===== src/rtl/bcd_alarm_pkg.sv =====
package bcd_alarm_pkg;
  // Number of two-digit fields (seconds, minutes, hours, day of month).
  localparam int NPAIR   = 4;
  // Digit index of the day-of-week field.
  localparam int DOW_IDX = 6;

  // Ones-digit index of two-digit field k; its tens digit follows it.
  function automatic int pair_ones(input int k);
    case (k)
      0:       return 0;
      1:       return 2;
      2:       return 4;
      default: return 7;
    endcase
  endfunction
endpackage


===== src/rtl/bcd_alarm_regs.sv =====
module bcd_alarm_regs #(
  parameter int DIGITS     = 9,
  parameter int DW         = 4,
  parameter int AW         = 4,
  parameter int BW         = 2,
  parameter int ALARM_BANK = 1,
  parameter int CTRL_ADDR  = 14
) (
  input  logic                 clk,
  input  logic                 rst,
  input  logic                 bus_we,
  input  logic [BW-1:0]        bus_bank,
  input  logic [AW-1:0]        bus_addr,
  input  logic [DW-1:0]        bus_wdata,
  input  logic                 af,
  input  logic                 aie,
  output logic [DIGITS*DW-1:0] alarm_vec,
  output logic                 ctrl_we,
  output logic [DW-1:0]        rdata
);
  logic          bank_hit;
  logic          digit_sel;
  logic          ctrl_sel;
  logic [DW-1:0] rd_next;

  assign bank_hit  = (bus_bank == BW'(ALARM_BANK));
  assign digit_sel = bank_hit && (int'(bus_addr) < DIGITS);
  assign ctrl_sel  = bank_hit && (bus_addr == AW'(CTRL_ADDR));
  assign ctrl_we   = bus_we && ctrl_sel;

  for (genvar g = 0; g < DIGITS; g++) begin : g_digit
    always_ff @(posedge clk) begin
      if (rst)
        alarm_vec[g*DW +: DW] <= '0;
      else if (bus_we && bank_hit && (bus_addr == AW'(g)))
        alarm_vec[g*DW +: DW] <= bus_wdata;
    end
  end

  always_comb begin
    rd_next = '0;
    if (digit_sel)
      rd_next = alarm_vec[int'(bus_addr)*DW +: DW];
    else if (ctrl_sel)
      rd_next = DW'({af, aie});
  end

  always_ff @(posedge clk) begin
    if (rst) rdata <= '0;
    else     rdata <= rd_next;
  end
endmodule


===== src/rtl/bcd_alarm_match.sv =====
module bcd_alarm_match #(
  parameter int DIGITS = 9,
  parameter int DW     = 4
) (
  input  logic [DIGITS*DW-1:0] alarm_vec,
  input  logic [DIGITS*DW-1:0] time_vec,
  output logic                 hit
);
  import bcd_alarm_pkg::*;

  localparam int MSB = DW - 1;

  logic [NPAIR-1:0] pair_ok;
  logic             dow_ok;
  logic             unused_top_bits;

  for (genvar g = 0; g < NPAIR; g++) begin : g_pair
    localparam int O = pair_ones(g);
    localparam int T = O + 1;
    assign pair_ok[g] = alarm_vec[T*DW+MSB] ||
                        ((alarm_vec[O*DW +: DW]  == time_vec[O*DW +: DW]) &&
                         (alarm_vec[T*DW +: MSB] == time_vec[T*DW +: MSB]));
  end

  assign dow_ok = alarm_vec[DOW_IDX*DW+MSB] ||
                  (alarm_vec[DOW_IDX*DW +: MSB] == time_vec[DOW_IDX*DW +: MSB]);

  assign hit = (&pair_ok) && dow_ok;

  always_comb begin
    unused_top_bits = 1'b0;
    for (int i = 0; i < DIGITS; i++)
      unused_top_bits = unused_top_bits ^ time_vec[i*DW+MSB];
  end
endmodule


===== src/rtl/bcd_alarm_flag.sv =====
module bcd_alarm_flag (
  input  logic       clk,
  input  logic       rst,
  input  logic       time_upd,
  input  logic       hit,
  input  logic       ctrl_we,
  input  logic [1:0] ctrl_wdata,
  output logic       af,
  output logic       aie,
  output logic       irq
);
  logic prev_hit;

  always_ff @(posedge clk) begin
    if (rst) begin
      af       <= 1'b0;
      aie      <= 1'b0;
      prev_hit <= 1'b0;
      irq      <= 1'b0;
    end else begin
      irq <= af & aie;
      if (time_upd) prev_hit <= hit;
      if (ctrl_we) begin
        aie <= ctrl_wdata[0];
        if (!ctrl_wdata[1]) af <= 1'b0;
      end
      if (time_upd && hit && !prev_hit) af <= 1'b1;
    end
  end
endmodule


===== src/rtl/bcd_alarm_cmp.sv =====
module bcd_alarm_cmp #(
  parameter int DIGITS     = 9,
  parameter int DW         = 4,
  parameter int AW         = 4,
  parameter int BW         = 2,
  parameter int ALARM_BANK = 1,
  parameter int CTRL_ADDR  = 14
) (
  input  logic                 clk,
  input  logic                 rst,
  input  logic                 time_upd,
  input  logic [DIGITS*DW-1:0] time_digits,
  input  logic                 bus_we,
  input  logic [BW-1:0]        bus_bank,
  input  logic [AW-1:0]        bus_addr,
  input  logic [DW-1:0]        bus_wdata,
  output logic [DW-1:0]        bus_rdata,
  output logic                 irq
);
  logic [DIGITS*DW-1:0] alarm_vec;
  logic                 ctrl_we;
  logic                 hit;
  logic                 af_q;
  logic                 aie_q;

  bcd_alarm_regs #(
    .DIGITS(DIGITS), .DW(DW), .AW(AW), .BW(BW),
    .ALARM_BANK(ALARM_BANK), .CTRL_ADDR(CTRL_ADDR)
  ) u_regs (
    .clk(clk), .rst(rst), .bus_we(bus_we), .bus_bank(bus_bank),
    .bus_addr(bus_addr), .bus_wdata(bus_wdata), .af(af_q), .aie(aie_q),
    .alarm_vec(alarm_vec), .ctrl_we(ctrl_we), .rdata(bus_rdata)
  );

  bcd_alarm_match #(.DIGITS(DIGITS), .DW(DW)) u_match (
    .alarm_vec(alarm_vec), .time_vec(time_digits), .hit(hit)
  );

  bcd_alarm_flag u_flag (
    .clk(clk), .rst(rst), .time_upd(time_upd), .hit(hit),
    .ctrl_we(ctrl_we), .ctrl_wdata(bus_wdata[1:0]),
    .af(af_q), .aie(aie_q), .irq(irq)
  );
endmodule


===== config.mk =====
export PLATFORM = sky130hd
export DESIGN_NAME = bcd_alarm_cmp
export DESIGN_NICKNAME = d
export VERILOG_FILES = /design/src/rtl/bcd_alarm_pkg.sv /design/src/rtl/bcd_alarm_regs.sv /design/src/rtl/bcd_alarm_match.sv /design/src/rtl/bcd_alarm_flag.sv /design/src/rtl/bcd_alarm_cmp.sv
export SDC_FILE = /design/constraint.sdc
export NUM_CORES = 1
export LEC_CHECK = 0
export ABC_AREA = 1
export BUFFER_PORTS_ARGS = -buffer_cell sky130_fd_sc_hd__buf_4
export CORE_ASPECT_RATIO = 0.6
export CORE_UTILIZATION = 54
export CTS_CLUSTER_DIAMETER = 100
export CTS_CLUSTER_SIZE = 10
export DETAILED_ROUTE_END_ITERATION = 10
export GPL_ROUTABILITY_DRIVEN = 0
export PLACE_DENSITY = 0.77
export SETUP_SLACK_MARGIN = 0.4
export SLEW_MARGIN = 10
export SYNTH_ARGS = -nofsm -noshare
export SYNTH_HDL_FRONTEND = slang
export SYNTH_SLANG_ARGS = --single-unit

===== constraint.sdc =====
create_clock -name clk -period 1.28 [get_ports clk]
set_input_delay 0 -clock clk [delete_from_list [all_inputs] [get_ports clk]]
set_output_delay 0 -clock clk [all_outputs]
set_load 0.02 [all_outputs]

-- Yosys cells after proc, flatten, opt, wreduce, memory -nomap -nowiden
Cells that the tools add are included.
- bits in writable memories: 0
- memories kept: 0
- word-level logic and storage cells: 72
- output and inout port bits: 5
- register bits after elaboration: 44
- bits in read-only memories: 0
- latch bits: 0
- reduce and logical (&&, ||, !) cells: 30
- $add $sub $neg: 0
- bitwise operators: 1
- shift-type cells: 1
- equal/unequal tests: 20
- multiply operators: 0
- order comparisons: 1
- divide/modulo/power cells: 0
- muxes and demuxes: 5
- operators with widths (operator ; number):
    36-bit by 7-bit variable part select with 4-bit output ; 1
    1-bit logical AND ; 20
    4-bit by 3-bit equality test with 1-bit output, second input constant ; 4
    4-bit equality test ; 4
    3-bit equality test ; 5
    4-bit by 2-bit equality test with 1-bit output, second input constant ; 2
    4-bit equality test, second input constant ; 2
    1-bit logical OR ; 5
    4-bit by 1-bit equality test with 1-bit output, second input constant ; 1
    4-bit logical NOT ; 1
    4-bit less-than comparator, second input constant ; 1
    4-bit two-way mux ; 1
    4-bit AND reduction ; 1
    1-bit two-way mux ; 3
    2-bit by 1-bit equality test with 1-bit output, second input constant ; 1
    2-bit two-way mux ; 1
    2-bit by 1-bit != test with 1-bit output, second input constant ; 1
    2-bit AND reduction ; 1
    2-bit nonzero test ; 1
    1-bit bitwise AND ; 1
    1-bit logical NOT ; 1

-- Logic depth before layout (Yosys ltp)
Gate-level depths: netlist (run 1).
- depth in word-level cells: 9
- depth in mapped cells: 10
- mapped depth without buffers: 10

-- By module
Synthesis (run 1) repeated with hierarchy kept, for this count alone.
- cells, all modules: 452
- area total of the unflattened synthesis: 2632.5 µm²
- by module, submodules not included (module ; sequential area each (µm²) ; cells an instance ; instances ; area an instance (µm²)):
    bcd_alarm_regs ; 800.8 ; 300 ; 1 ; 1904.3
    bcd_alarm_match ; 0.0 ; 132 ; 1 ; 579.3
    bcd_alarm_flag ; 80.1 ; 20 ; 1 ; 148.9

-- Worst setup path after synthesis (run 1)
No wires, ideal clock.
- path kind: reg2reg
- from: register u_regs.alarm_vec[11]
- to: register u_flag.prev_hit
- setup time: 0.070 ns
- setup slack: 0.246 ns
- arrival time: 0.964 ns
- period minus slack after synthesis: 1.034 ns
- required time: 1.210 ns
- stages on the path, launching flop included: 11
- buffers on the path: 0
- cells stage by stage: dfxtp_1 > inv_1 > nand2_1 > nand2_1 > nor2_1 > nand2_1 > nor2_1 > nor2_1 > nor2_1 > nand3_1 > a21oi_1
- cells in the longest elaborated chain, start to end: 5
- RTL lines (item ; RTL line ; RTL):
    from (decl) ; bcd_alarm_regs.sv:17 ; output logic [DIGITS*DW-1:0] alarm_vec,
    from (signal, indexed assignment) ; bcd_alarm_regs.sv:36 ; alarm_vec[g*DW +: DW] <= bus_wdata;
    4-bit equality test ; bcd_alarm_match.sv:21 ; ((alarm_vec[O*DW +: DW] == time_vec[O*DW +: DW]) &&
    1-bit logical AND ; bcd_alarm_match.sv:21 ;
    1-bit logical OR ; bcd_alarm_match.sv:20 ; assign pair_ok[g] = alarm_vec[T*DW+MSB] ||
    4-bit AND reduction ; bcd_alarm_match.sv:28 ; assign hit = (&pair_ok) && dow_ok;
    1-bit logical AND ; bcd_alarm_match.sv:28 ;
    to (signal assigned) ; bcd_alarm_flag.sv:22 ; if (time_upd) prev_hit <= hit;
    to (decl) ; bcd_alarm_flag.sv:12 ; logic prev_hit;
Every way passes these cells.
A chain may end at the register's enable or synchronous reset.

-- Worst setup path after layout (run 1)
- from: register u_regs.alarm_vec[26]
- to: register u_flag.prev_hit
- cells in the longest elaborated chain, start to end: 3
- RTL lines (item ; RTL line ; RTL):
    3-bit equality test ; bcd_alarm_match.sv:26 ; (alarm_vec[DOW_IDX*DW +: MSB] == time_vec[DOW_IDX*DW +: MSB]);
    1-bit logical OR ; bcd_alarm_match.sv:25 ; assign dow_ok = alarm_vec[DOW_IDX*DW+MSB] ||
    1-bit logical AND ; bcd_alarm_match.sv:28 ;
Every way passes these cells.

==> results.json, run 1 <==
{
  "async_flop_share": 0,
  "n_antenna_cell": 0,
  "max_cap_violations": 0,
  "synthDominantAreaCellType": "sky130_fd_sc_hd__dfxtp_1",
  "register_bit_total_from_synthesis": 44,
  "synth-seq-area-share": 0.3680,
  "worst_hold_startpoint": "rst",
  "io_pins": 55,
  "synth_fp_nets": 408,
  "floorplan.die.height_um": 53.57,
  "cp_slowest_cell": "sky130_fd_sc_hd__dfxtp_1",
  "wirelength_um": 6772,
  "final_nets": 474,
  "ff2ff_setup_slack_ns": 0.0003,
  "m1_wl_um": 3205,
  "hold-path-cell-count": 4,
  "worst_pin_slew_ns": 0.4711,
  "synth_edf_count": 0,
  "worst_path_class_setup": "flip-flop to flip-flop",
  "hold_viol": 0,
  "synth_area_per_cell_um2": 6.686,
  "setup.worst_path.start_class": "flip-flop",
  "number_of_rows_in_the_core_area": 18,
  "yosys_most_used_dff": "sky130_fd_sc_hd__dfxtp_1",
  "layout_common_cells": "sky130_fd_sc_hd__nand2_1, sky130_fd_sc_hd__buf_4, sky130_fd_sc_hd__nor2_1",
  "postLayoutCoreUtil": 0.7730,
  "timing.max_slew.rel_slack": 0.6835,
  "comb_power_share": 0.167,
  "grt_pass1_vias": 2070,
  "cp_slowest_stage_delay_ns": 0.33,
  "drive_above_1_share": 0.3491,
  "critical_path.cell_chain": "inv_2 > nand2_1 > nand2_1 > nand3_1 > nand2_1 > nand2_1 > a21oi_1 > nand3_2 > a21oi_1",
  "yosys.area.top_type_share": 0.3680,
  "setup.worst_path.end_class": "flip-flop",
  "die_w_um": 87.95,
  "hold_path_sink": "u_regs.rdata[3]$_SDFF_PP0_",
  "clock-skew-final_ns": 0.006926,
  "maxUsedRoutingLayer": "met4",
  "part_of_the_power_in_the_clock_network": 0.311,
  "h-tree-depth": 2,
  "clockRootBuffer": "sky130_fd_sc_hd__clkbuf_8",
  "detail-route-antenna-nets": 0,
  "timing.critical_path.required_ns": 1.51,
  "core-area_um2": 4189,
  "clock_path_buffers": 2,
  "vdd_ir_drop_max_mv": 0.5829,
  "holdCritPathClass": "input port to flip-flop",
  "netlist_top_cells_area": "sky130_fd_sc_hd__dfxtp_1, sky130_fd_sc_hd__nand2_1, sky130_fd_sc_hd__o21ai_1, sky130_fd_sc_hd__nor2_1, sky130_fd_sc_hd__inv_1",
  "timing.fmax_mhz": 781.4,
  "slew_violations": 0,
  "cts_made_buffers": 5,
  "worst_r2r_endpoint": "u_flag.prev_hit$_SDFFE_PP0P_",
  "outcome": "finished, final reports clean",
  "vias": 2563,
  "areaGrowthSynthToFinish_pct": 35.29,
  "grt_max_degree": 41,
  "sw_frac_of_total": 0.2644,
  "crit_path_frequent_cell": "sky130_fd_sc_hd__nand2_1",
  "grt_remaining_overflow": 0,
  "initial_core_util": 0.5714,
  "min_period_ns": 1.280,
  "final_setup_fails": 0,
  "filler_cell_count": 354,
  "layout.cells.most_common": "sky130_fd_sc_hd__nand2_1",
  "dp_hpwl_um": 4743,
  "rsz0062_at_grt": "true",
  "report.power.total_mw": 2.635,
  "floorplan.die_area_um2": 4711,
  "placed_area_um2": 2892,
  "drt-initial-drc-count": 155,
  "routed-wl-met2_um": 2956,
  "port_buffers": 49,
  "arrival_ns": 1.51,
  "synthCells": 358,
  "grt_first_pass_wirelength_um": 9936,
  "synth_cell_types": 27,
  "p_seq_frac": 0.522,
  "worst_r2r_startpoint": "u_regs.alarm_vec[26]$_SDFFE_PP0P_",
  "overall_global_routing_resource_usage": 0.2872,
  "routed_wl_per_cell_um": 13.99,
  "critical_path_peak_fanout": 3,
  "cellLeakagePower_nw": 1.380,
  "detailedRoute.firstPassIterationCount": 5,
  "internal_power_mw": 1.938,
  "yosys_warnings": 0,
  "antenna_violations_before_repair": 0,
  "sw_power_uw": 696.6,
  "worst-r2r-cell-count": 9,
  "finalInstanceArea_um2": 3238,
  "cts_num_sinks": 44,
  "met3_wirelength_um": 527,
  "synthesis.area_um2": 2394,
  "power_density_nw_per_um2": 813.6,
  "worst_setup_hold_path_clk_slew_ns": 0.07,
  "route.detailed.drc": 0,
  "cts_tree": "built",
  "fin_crit_sh": 0.9998,
  "drt-vias-per-instance": 5.295,
  "worst_skew_late_latency_ns": 0.29
}
-- sequential cells by signal (all words and copies together), names as in the netlist --
signal and cells:
u_flag.af 1, u_flag.aie 1, u_flag.irq 1, u_flag.prev_hit 1, u_regs.alarm_vec 36, u_regs.rdata 4
-- logic make-up (layout without fill, tap and decap cells) --
| group | Yosys count | count (layout) | synth area share |
|---|---|---|---|
| simple gates | 151 | 151 | 0.2833 |
| xor+xnor | 14 | 14 | 0.05123 |
| compound gates | 87 | 87 | 0.2002 |
| flops | 44 | 44 | 0.3680 |
| buf+inv | 62 | 128 | 0.09723 |
-- final cells by class --
| class | count | area [µm²] | share of cell area |
|---|---|---|---|
| multi-input combinational | 252 | 1449 | 0.4474 |
| sequential | 44 | 907.1 | 0.2801 |
| timing repair buffer | 65 | 516.7 | 0.1596 |
| clock inverter | 1 | 5.005 | 0.001546 |
| clock buffer | 6 | 72.57 | 0.02241 |
| tap | 60 | 75.07 | 0.02318 |
| inverter | 56 | 212.7 | 0.06569 |
-- metrics by stage --
stage	worst slack (ns)	instances	TNS [ns]	hold slack, ns
2_1_floorplan	0.2620	358	0	0.06907
3_3_place_gp	0.06438	468	0	0.2070
3_5_place_dp	0.01378	468	0	0.2080
4_1_cts	0.02083	477	0	0.02637
5_1_grt	-0.1003	484	-0.1988	0.04566
6_report	0.0002806	484	0	0.03434
-- synth_stat cells (2+ instances only) --
cell / count
sky130_fd_sc_hd__o21ai_1: 41
sky130_fd_sc_hd__buf_1: 3
sky130_fd_sc_hd__o22ai_1: 7
sky130_fd_sc_hd__nand3_1: 16
sky130_fd_sc_hd__inv_2: 19
sky130_fd_sc_hd__a21oi_1: 27
sky130_fd_sc_hd__o21ai_0: 2
sky130_fd_sc_hd__nand2_1: 79
sky130_fd_sc_hd__o221ai_1: 4
sky130_fd_sc_hd__a22oi_1: 4
sky130_fd_sc_hd__nor2_2: 3
sky130_fd_sc_hd__nor2_4: 4
sky130_fd_sc_hd__dfxtp_1: 44
sky130_fd_sc_hd__nor2_1: 39
sky130_fd_sc_hd__xnor2_1: 13
sky130_fd_sc_hd__nand3_2: 4
sky130_fd_sc_hd__inv_1: 37
sky130_fd_sc_hd__clkbuf_1: 3
-- power groups by stage --
stage,Clock [mW],Combinational (mW),Sequential [mW]
finish,0.821,0.439,1.38
global route,0.863,0.476,1.38
CTS,0.820,0.388,1.38
detailed placement,0,0.377,1.41
global placement,0,0.369,1.41
floorplan,0,0.187,1.41
-- routing by layer --
layer | up-vias | GRT usage
met3 | 10 | 0.05675
met5 | - | 0
met1 | 1147 | 0.4190
met4 | 0 | 0.06284
met2 | 111 | 0.4406
li1 | 1295 | -
-- worst max-delay path by stage --
stage,start,endpoint,slack [ns],depth (start not counted)
after floorplan,u_regs.alarm_vec[11]$_SDFFE_PP0P_,u_flag.af$_SDFFE_PP0P_,0.26,10
after global placement,u_regs.alarm_vec[31]$_SDFFE_PP0P_,u_flag.af$_SDFFE_PP0P_,0.06,10
after detailed placement,u_regs.alarm_vec[9]$_SDFFE_PP0P_,u_flag.af$_SDFFE_PP0P_,0.01,10
after CTS,u_regs.alarm_vec[9]$_SDFFE_PP0P_,u_flag.af$_SDFFE_PP0P_,0.02,10
after global routing,u_regs.alarm_vec[4]$_SDFFE_PP0P_,u_flag.prev_hit$_SDFFE_PP0P_,-0.10,9
final,u_regs.alarm_vec[26]$_SDFFE_PP0P_,u_flag.prev_hit$_SDFFE_PP0P_,0.0003,9
-- critical path, delay by kind of cell (launching register included) --
family | cells | cell delay (ns)
flip-flops | 1 | 0.33
AND/OR/NAND/NOR | 6 | 0.49
buffers and inverters | 1 | 0.09
AO/OA/AOI/OAI | 2 | 0.31
-- repair_timing --
item                                    CTS  global route
pin swaps                                 3            12
endpoints found under the setup margin    7            27
gates cloned                              0             0
setup buffers                             0             7
endpoints found under the hold margin     3             0
gates resized for setup                  11            37
hold buffers                              2             0
Note: power is estimated with default switching activity, not from simulation.
==> run 2, diff against run 1 <==
--- a/config.mk
+++ b/config.mk
@@ -13,6 +13,7 @@
 export CTS_CLUSTER_SIZE = 10
 export DETAILED_ROUTE_END_ITERATION = 10
 export GPL_ROUTABILITY_DRIVEN = 0
+export MAX_ROUTING_LAYER = met4
 export PLACE_DENSITY = 0.77
 export SETUP_SLACK_MARGIN = 0.4
 export SLEW_MARGIN = 10
==> results.json, run 2 (same netlist as run 1, synthesis figures left out) <==
{
  "maxUsedRoutingLayer": "met4",
  "postLayoutCoreUtil": 0.7685,
  "drive_above_1_share": 0.3349,
  "timing.fmax_mhz": 773.3,
  "worst_pin_slew_ns": 0.4944,
  "cts_made_buffers": 5,
  "worst_slack_ns": -0.01317,
  "setup.worst_path.start_class": "flip-flop",
  "p_seq_frac": 0.524,
  "floorplan.die_area_um2": 4711,
  "failed_checks": "setup timing",
  "comb_power_share": 0.165,
  "final_nets": 474,
  "cellLeakagePower_nw": 1.372,
  "grt_max_degree": 41,
  "m1_wl_um": 3220,
  "core-area_um2": 4189,
  "top_register": "u_regs.alarm_vec",
  "grt_remaining_overflow": 0,
  "cts_tree": "built",
  "routed_wl_per_cell_um": 13.87,
  "route.detailed.drc": 0,
  "slew_violations": 0,
  "part_of_the_power_in_the_clock_network": 0.311,
  "areaGrowthSynthToFinish_pct": 34.50,
  "worst_setup_hold_path_clk_slew_ns": 0.08,
  "drt-initial-drc-count": 173,
  "timing.critical_path.required_ns": 1.51,
  "number_of_rows_in_the_core_area": 18,
  "max_cap_violations": 0,
  "arrival_ns": 1.52,
  "vdd_ir_drop_max_mv": 0.5112,
  "detailedPlace.worstSlack_ns": 0.01378,
  "wirelength_um": 6713,
  "die_w_um": 87.95,
  "hold_viol": 0,
  "overall_global_routing_resource_usage": 0.2957,
  "antenna_violations_before_repair": 0,
  "drt-vias-per-instance": 5.246,
  "vias": 2539,
  "port_buffers": 49,
  "internal_power_mw": 1.935,
  "clock-skew-final_ns": 0.006221,
  "layout.cells.most_common": "sky130_fd_sc_hd__nand2_1",
  "n_antenna_cell": 0,
  "detailedRoute.firstPassIterationCount": 5,
  "detail-route-antenna-nets": 0,
  "sw_power_uw": 690.9,
  "routed-wl-met2_um": 2919,
  "clockRootBuffer": "sky130_fd_sc_hd__clkbuf_8",
  "met3_wirelength_um": 490,
  "largest_reg_flops": 36,
  "dp_hpwl_um": 4743,
  "sw_frac_of_total": 0.2631,
  "h-tree-depth": 2,
  "layout_common_cells": "sky130_fd_sc_hd__nand2_1, sky130_fd_sc_hd__buf_4, sky130_fd_sc_hd__o21ai_1",
  "rsz0062_at_grt": "true",
  "cts_num_sinks": 44,
  "initial_core_util": 0.5714,
  "critical_path_peak_fanout": 3,
  "fin_crit_sh": 1.010,
  "filler_cell_count": 357,
  "min_period_ns": 1.293,
  "grt_first_pass_wirelength_um": 9922,
  "worst_skew_late_latency_ns": 0.29,
  "outcome": "finished, violations left",
  "floorplan.die.height_um": 53.57,
  "worst_path_class_setup": "flip-flop to flip-flop",
  "io_pins": 55,
  "final_setup_fails": 2,
  "power_density_nw_per_um2": 815.6,
  "reg.largest.list": "u_regs.alarm_vec x36, u_regs.rdata x4",
  "holdCritPathClass": "input port to flip-flop",
  "clock_path_buffers": 2,
  "setup.worst_path.end_class": "flip-flop",
  "timing.max_slew.rel_slack": 0.6679,
  "grt_pass1_vias": 2070
}
run 2: cell counts in the layout (fill, tap and decap cells not counted):
Identical to the previous run, type by type.
run 2: repair_timing:
item                                   4_1_cts  5_1_grt
endpoints found under the hold margin        3        0
pin swaps                                    3        8
setup buffers                                0        7
hold buffers                                 2        0
gates resized for setup                     11       30
setup endpoints to repair                    7       27
gates cloned                                 0        0
run 2: worst paths after layout:
check / endpoint / startpoint / slack [ns] / cells after the start
max: u_flag.prev_hit$_SDFFE_PP0P_ / u_regs.alarm_vec[33]$_SDFFE_PP0P_ / -0.01 / 7
min: u_regs.rdata[3]$_SDFF_PP0_ / rst / 0.04 / 4
max reg2reg: u_flag.prev_hit$_SDFFE_PP0P_ / u_regs.alarm_vec[33]$_SDFFE_PP0P_ / -0.01 / 7
min reg2reg: u_flag.irq$_SDFF_PP0_ / u_flag.aie$_SDFFE_PP0P_ / 0.46 / 2
run 2: critical path, stage by stage, from the launching register on:
cell and delay (ns):
sky130_fd_sc_hd__dfxtp_1 0.35, sky130_fd_sc_hd__xnor2_1 0.20, sky130_fd_sc_hd__nand3_1 0.13, sky130_fd_sc_hd__nor2_1 0.12, sky130_fd_sc_hd__nor2_1 0.04, sky130_fd_sc_hd__nor2_1 0.12
sky130_fd_sc_hd__nand3_2 0.12, sky130_fd_sc_hd__a21oi_1 0.14
run 2: power groups by stage:
| stage | logic, mW | registers (mW) | clock network, mW |
|---|---|---|---|
| floorplan | 0.187 | 1.41 | 0 |
| global placement | 0.369 | 1.41 | 0 |
| detailed placement | 0.377 | 1.41 | 0 |
| CTS | 0.388 | 1.38 | 0.820 |
| global route | 0.470 | 1.38 | 0.866 |
| finish | 0.433 | 1.38 | 0.817 |
run 2: cell type report:
cell class	count	area, µm²	share of cell area
clock buffer	6	72.57	0.02254
clock inverter	1	5.005	0.001555
inverter	56	212.7	0.06607
multi-input combinational	252	1434	0.4454
sequential	44	907.1	0.2818
tap	60	75.07	0.02332
timing repair buffer	65	513.0	0.1593
run 2: stage by stage:
stage	hold WS, ns	TNS [ns]	std cells	cell area (µm²)	power (mW)
2_1_floorplan	0.06907	0	358	2406	1.601
3_3_place_gp	0.2070	0	468	2892	1.783
3_5_place_dp	0.2080	0	468	2892	1.792
4_1_cts	0.02637	0	477	3028	2.590
5_1_grt	0.05204	-0.2115	484	3219	2.712
6_report	0.03738	-0.01912	484	3219	2.626
run 2: routing by layer:
| layer | vias up | global-route usage |
|---|---|---|
| met5 | - | - |
| met4 | 0 | 0.06284 |
| met3 | 12 | 0.05675 |
| met2 | 111 | 0.4406 |
| met1 | 1124 | 0.4180 |
| li1 | 1292 | - |
==> run 3, diff against run 2 <==
--- a/config.mk
+++ b/config.mk
@@ -7,7 +7,7 @@
 export LEC_CHECK = 0
 export ABC_AREA = 1
 export BUFFER_PORTS_ARGS = -buffer_cell sky130_fd_sc_hd__buf_4
-export CORE_ASPECT_RATIO = 0.6
+export CORE_ASPECT_RATIO = 1.5
 export CORE_UTILIZATION = 54
 export CTS_CLUSTER_DIAMETER = 100
 export CTS_CLUSTER_SIZE = 10
==> results.json, run 3 (same netlist as run 1, synthesis figures left out) <==
{
  "detailedPlace.worstSlack_ns": 0.05659,
  "areaGrowthSynthToFinish_pct": 33.40,
  "cts_num_sinks": 44,
  "initial_core_util": 0.5638,
  "m1_wl_um": 2562,
  "detailedRoute.firstPassIterationCount": 4,
  "reg.largest.list": "u_regs.alarm_vec x36, u_regs.rdata x4",
  "internal_power_mw": 1.945,
  "wirelength_um": 6462,
  "worst-r2r-cell-count": 10,
  "final_nets": 469,
  "crit_path_start": "u_regs.alarm_vec[28]$_SDFFE_PP0P_",
  "arrival_ns": 1.53,
  "critical_path_peak_fanout": 2,
  "cp_slowest_stage_delay_ns": 0.34,
  "critical_path.cell_chain": "inv_2 > nand2_1 > nand2_1 > nor2_1 > nand2_1 > nor2_1 > nor2_1 > nor2_1 > nand3_1 > o21ai_1",
  "layout_common_cells": "sky130_fd_sc_hd__nand2_1, sky130_fd_sc_hd__buf_4, sky130_fd_sc_hd__nor2_1",
  "cell_family_contributing_the_most_delay_on_the_critical_path": "simple AND/OR/NAND/NOR gates",
  "hold_viol": 0,
  "clockRootBuffer": "sky130_fd_sc_hd__clkbuf_8",
  "drt-vias-per-instance": 5.445,
  "ff2ff_setup_slack_ns": -0.02,
  "largest_reg_flops": 36,
  "routed_wl_per_cell_um": 13.90,
  "final_cell_count_no_fill": 465,
  "worst_setup_hold_path_clk_slew_ns": 0.08,
  "path_depth": 10,
  "timing.critical_path.to": "u_flag.af$_SDFFE_PP0P_",
  "antenna_violations_before_repair": 0,
  "grt_remaining_overflow": 0,
  "crit_buf_inv": 1,
  "layout.cells.most_common": "sky130_fd_sc_hd__nand2_1",
  "worst_path_class_setup": "flip-flop to flip-flop",
  "cts_made_buffers": 5,
  "worst_r2r_startpoint": "u_regs.alarm_vec[28]$_SDFFE_PP0P_",
  "clock_path_buffers": 2,
  "drive_above_1_share": 0.3532,
  "holdCritPathClass": "input port to flip-flop",
  "worst_hold_slack_ns": 0.04876,
  "fin_crit_sh": 1.018,
  "grt_first_pass_wirelength_um": 10380,
  "setup.worst_path.end_class": "flip-flop",
  "cellLeakagePower_nw": 1.338,
  "vias": 2532,
  "outcome": "finished, violations left",
  "die_w_um": 56.36,
  "sw_frac_of_total": 0.2667,
  "min_period_ns": 1.304,
  "maxUsedRoutingLayer": "met4",
  "h-tree-depth": 2,
  "floorplan.die.height_um": 83.54,
  "routed-wl-met2_um": 3467,
  "worst_r2r_endpoint": "u_flag.af$_SDFFE_PP0P_",
  "sw_power_uw": 707.3,
  "clock-skew-final_ns": 0.003235,
  "n_antenna_cell": 0,
  "timing.max_slew.rel_slack": 0.7218,
  "setup.worst_path.start_class": "flip-flop",
  "timing.critical_path.required_ns": 1.51,
  "cp_slowest_cell": "sky130_fd_sc_hd__dfxtp_2",
  "placed_area_um2": 2836,
  "drt-initial-drc-count": 94,
  "vdd_ir_drop_max_mv": 0.8642,
  "dp_hpwl_um": 4519,
  "post-place-cells": 449,
  "io_pins": 55,
  "tns_ns": -0.02365,
  "overall_global_routing_resource_usage": 0.2873,
  "final_setup_fails": 1,
  "port_buffers": 49,
  "worst_skew_late_latency_ns": 0.29,
  "grt_pass1_vias": 2399,
  "max_cap_violations": 0,
  "crit_path_frequent_cell": "sky130_fd_sc_hd__nor2_1",
  "slew_violations": 0,
  "worst_slack_ns": -0.02365,
  "grt_max_degree": 41,
  "failed_checks": "setup timing",
  "detail-route-antenna-nets": 0,
  "worst_pin_slew_ns": 0.4141,
  "comb_power_share": 0.166,
  "number_of_rows_in_the_core_area": 29,
  "timing.fmax_mhz": 767.1,
  "core-area_um2": 4245,
  "power_density_nw_per_um2": 830.5,
  "part_of_the_power_in_the_clock_network": 0.313,
  "finalInstanceArea_um2": 3193,
  "p_seq_frac": 0.521,
  "top_register": "u_regs.alarm_vec",
  "floorplan.die_area_um2": 4708,
  "cts_tree": "built",
  "rsz0062_at_grt": "true",
  "route.detailed.drc": 0,
  "met3_wirelength_um": 185
}
==> run 3: cell types whose count changed in the layout (fill, tap and decap cells not counted), sizes merged <==
cell and delta:
buf -5
==> run 3: area by class of cell <==
cell class / count / area (µm²)
Multi-Input combinational cell: 252 / 1456
Fill cell: 354 / 1052
Sequential cell: 44 / 903.4
Timing Repair Buffer: 60 / 483.0
Inverter: 56 / 215.2
Clock buffer: 6 / 72.57
Tap cell: 46 / 57.56
Clock inverter: 1 / 5.005
==> run 3: layer usage <==
layer | global-route usage | vias up
li1 | - | 1278
met1 | 0.2896 | 1159
met2 | 0.5325 | 71
met3 | 0.04031 | 24
met4 | 0.1330 | 0
met5 | - | -
==> run 3: timing repair <==
item,4_1_cts,5_1_grt
setup buffers,2,5
gates resized for setup,20,36
endpoints found under the hold margin,3,3
pin swaps,10,16
setup endpoints to repair,6,30
==> run 3: worst min-delay path by stage <==
| stage | startpoint | end | cells past startpoint |
|---|---|---|---|
| global placement | rst | u_flag.prev_hit$_SDFFE_PP0P_ | 2 |
| global route | bus_we | u_flag.aie$_SDFFE_PP0P_ | 3 |
| detailed placement | rst | u_flag.prev_hit$_SDFFE_PP0P_ | 2 |
| CTS | rst | u_flag.prev_hit$_SDFFE_PP0P_ | 2 |
| finish | bus_we | u_flag.aie$_SDFFE_PP0P_ | 3 |
| floorplan | rst | u_flag.aie$_SDFFE_PP0P_ | 1 |
==> run 3: stage by stage <==
| stage | utilization | total power [mW] |
|---|---|---|
| 2_1_floorplan | - | 1.601 |
| 3_3_place_gp | 0.6681 | 1.777 |
| 3_5_place_dp | 0.6681 | 1.787 |
| 4_1_cts | 0.7020 | 2.593 |
| 5_1_grt | 0.7521 | 2.760 |
| 6_report | 0.7521 | 2.652 |
==> run 3: power groups by stage <==
stage	clock network, mW	registers (mW)	logic [mW]
2_1_floorplan	0	1.41	0.187
3_3_place_gp	0	1.41	0.362
3_5_place_dp	0	1.41	0.372
4_1_cts	0.830	1.38	0.379
5_1_grt	0.900	1.38	0.475
6_report	0.829	1.38	0.440
==> run 3: worst register-to-register path, cell delays in order (launching register included) <==
cell and delay (ns):
sky130_fd_sc_hd__dfxtp_2 0.34, sky130_fd_sc_hd__inv_2 0.04, sky130_fd_sc_hd__nand2_1 0.04, sky130_fd_sc_hd__nand2_1 0.04
sky130_fd_sc_hd__nor2_1 0.11, sky130_fd_sc_hd__nand2_1 0.09, sky130_fd_sc_hd__nor2_1 0.12, sky130_fd_sc_hd__nor2_1 0.07
sky130_fd_sc_hd__nor2_1 0.11, sky130_fd_sc_hd__nand3_1 0.12, sky130_fd_sc_hd__o21ai_1 0.16
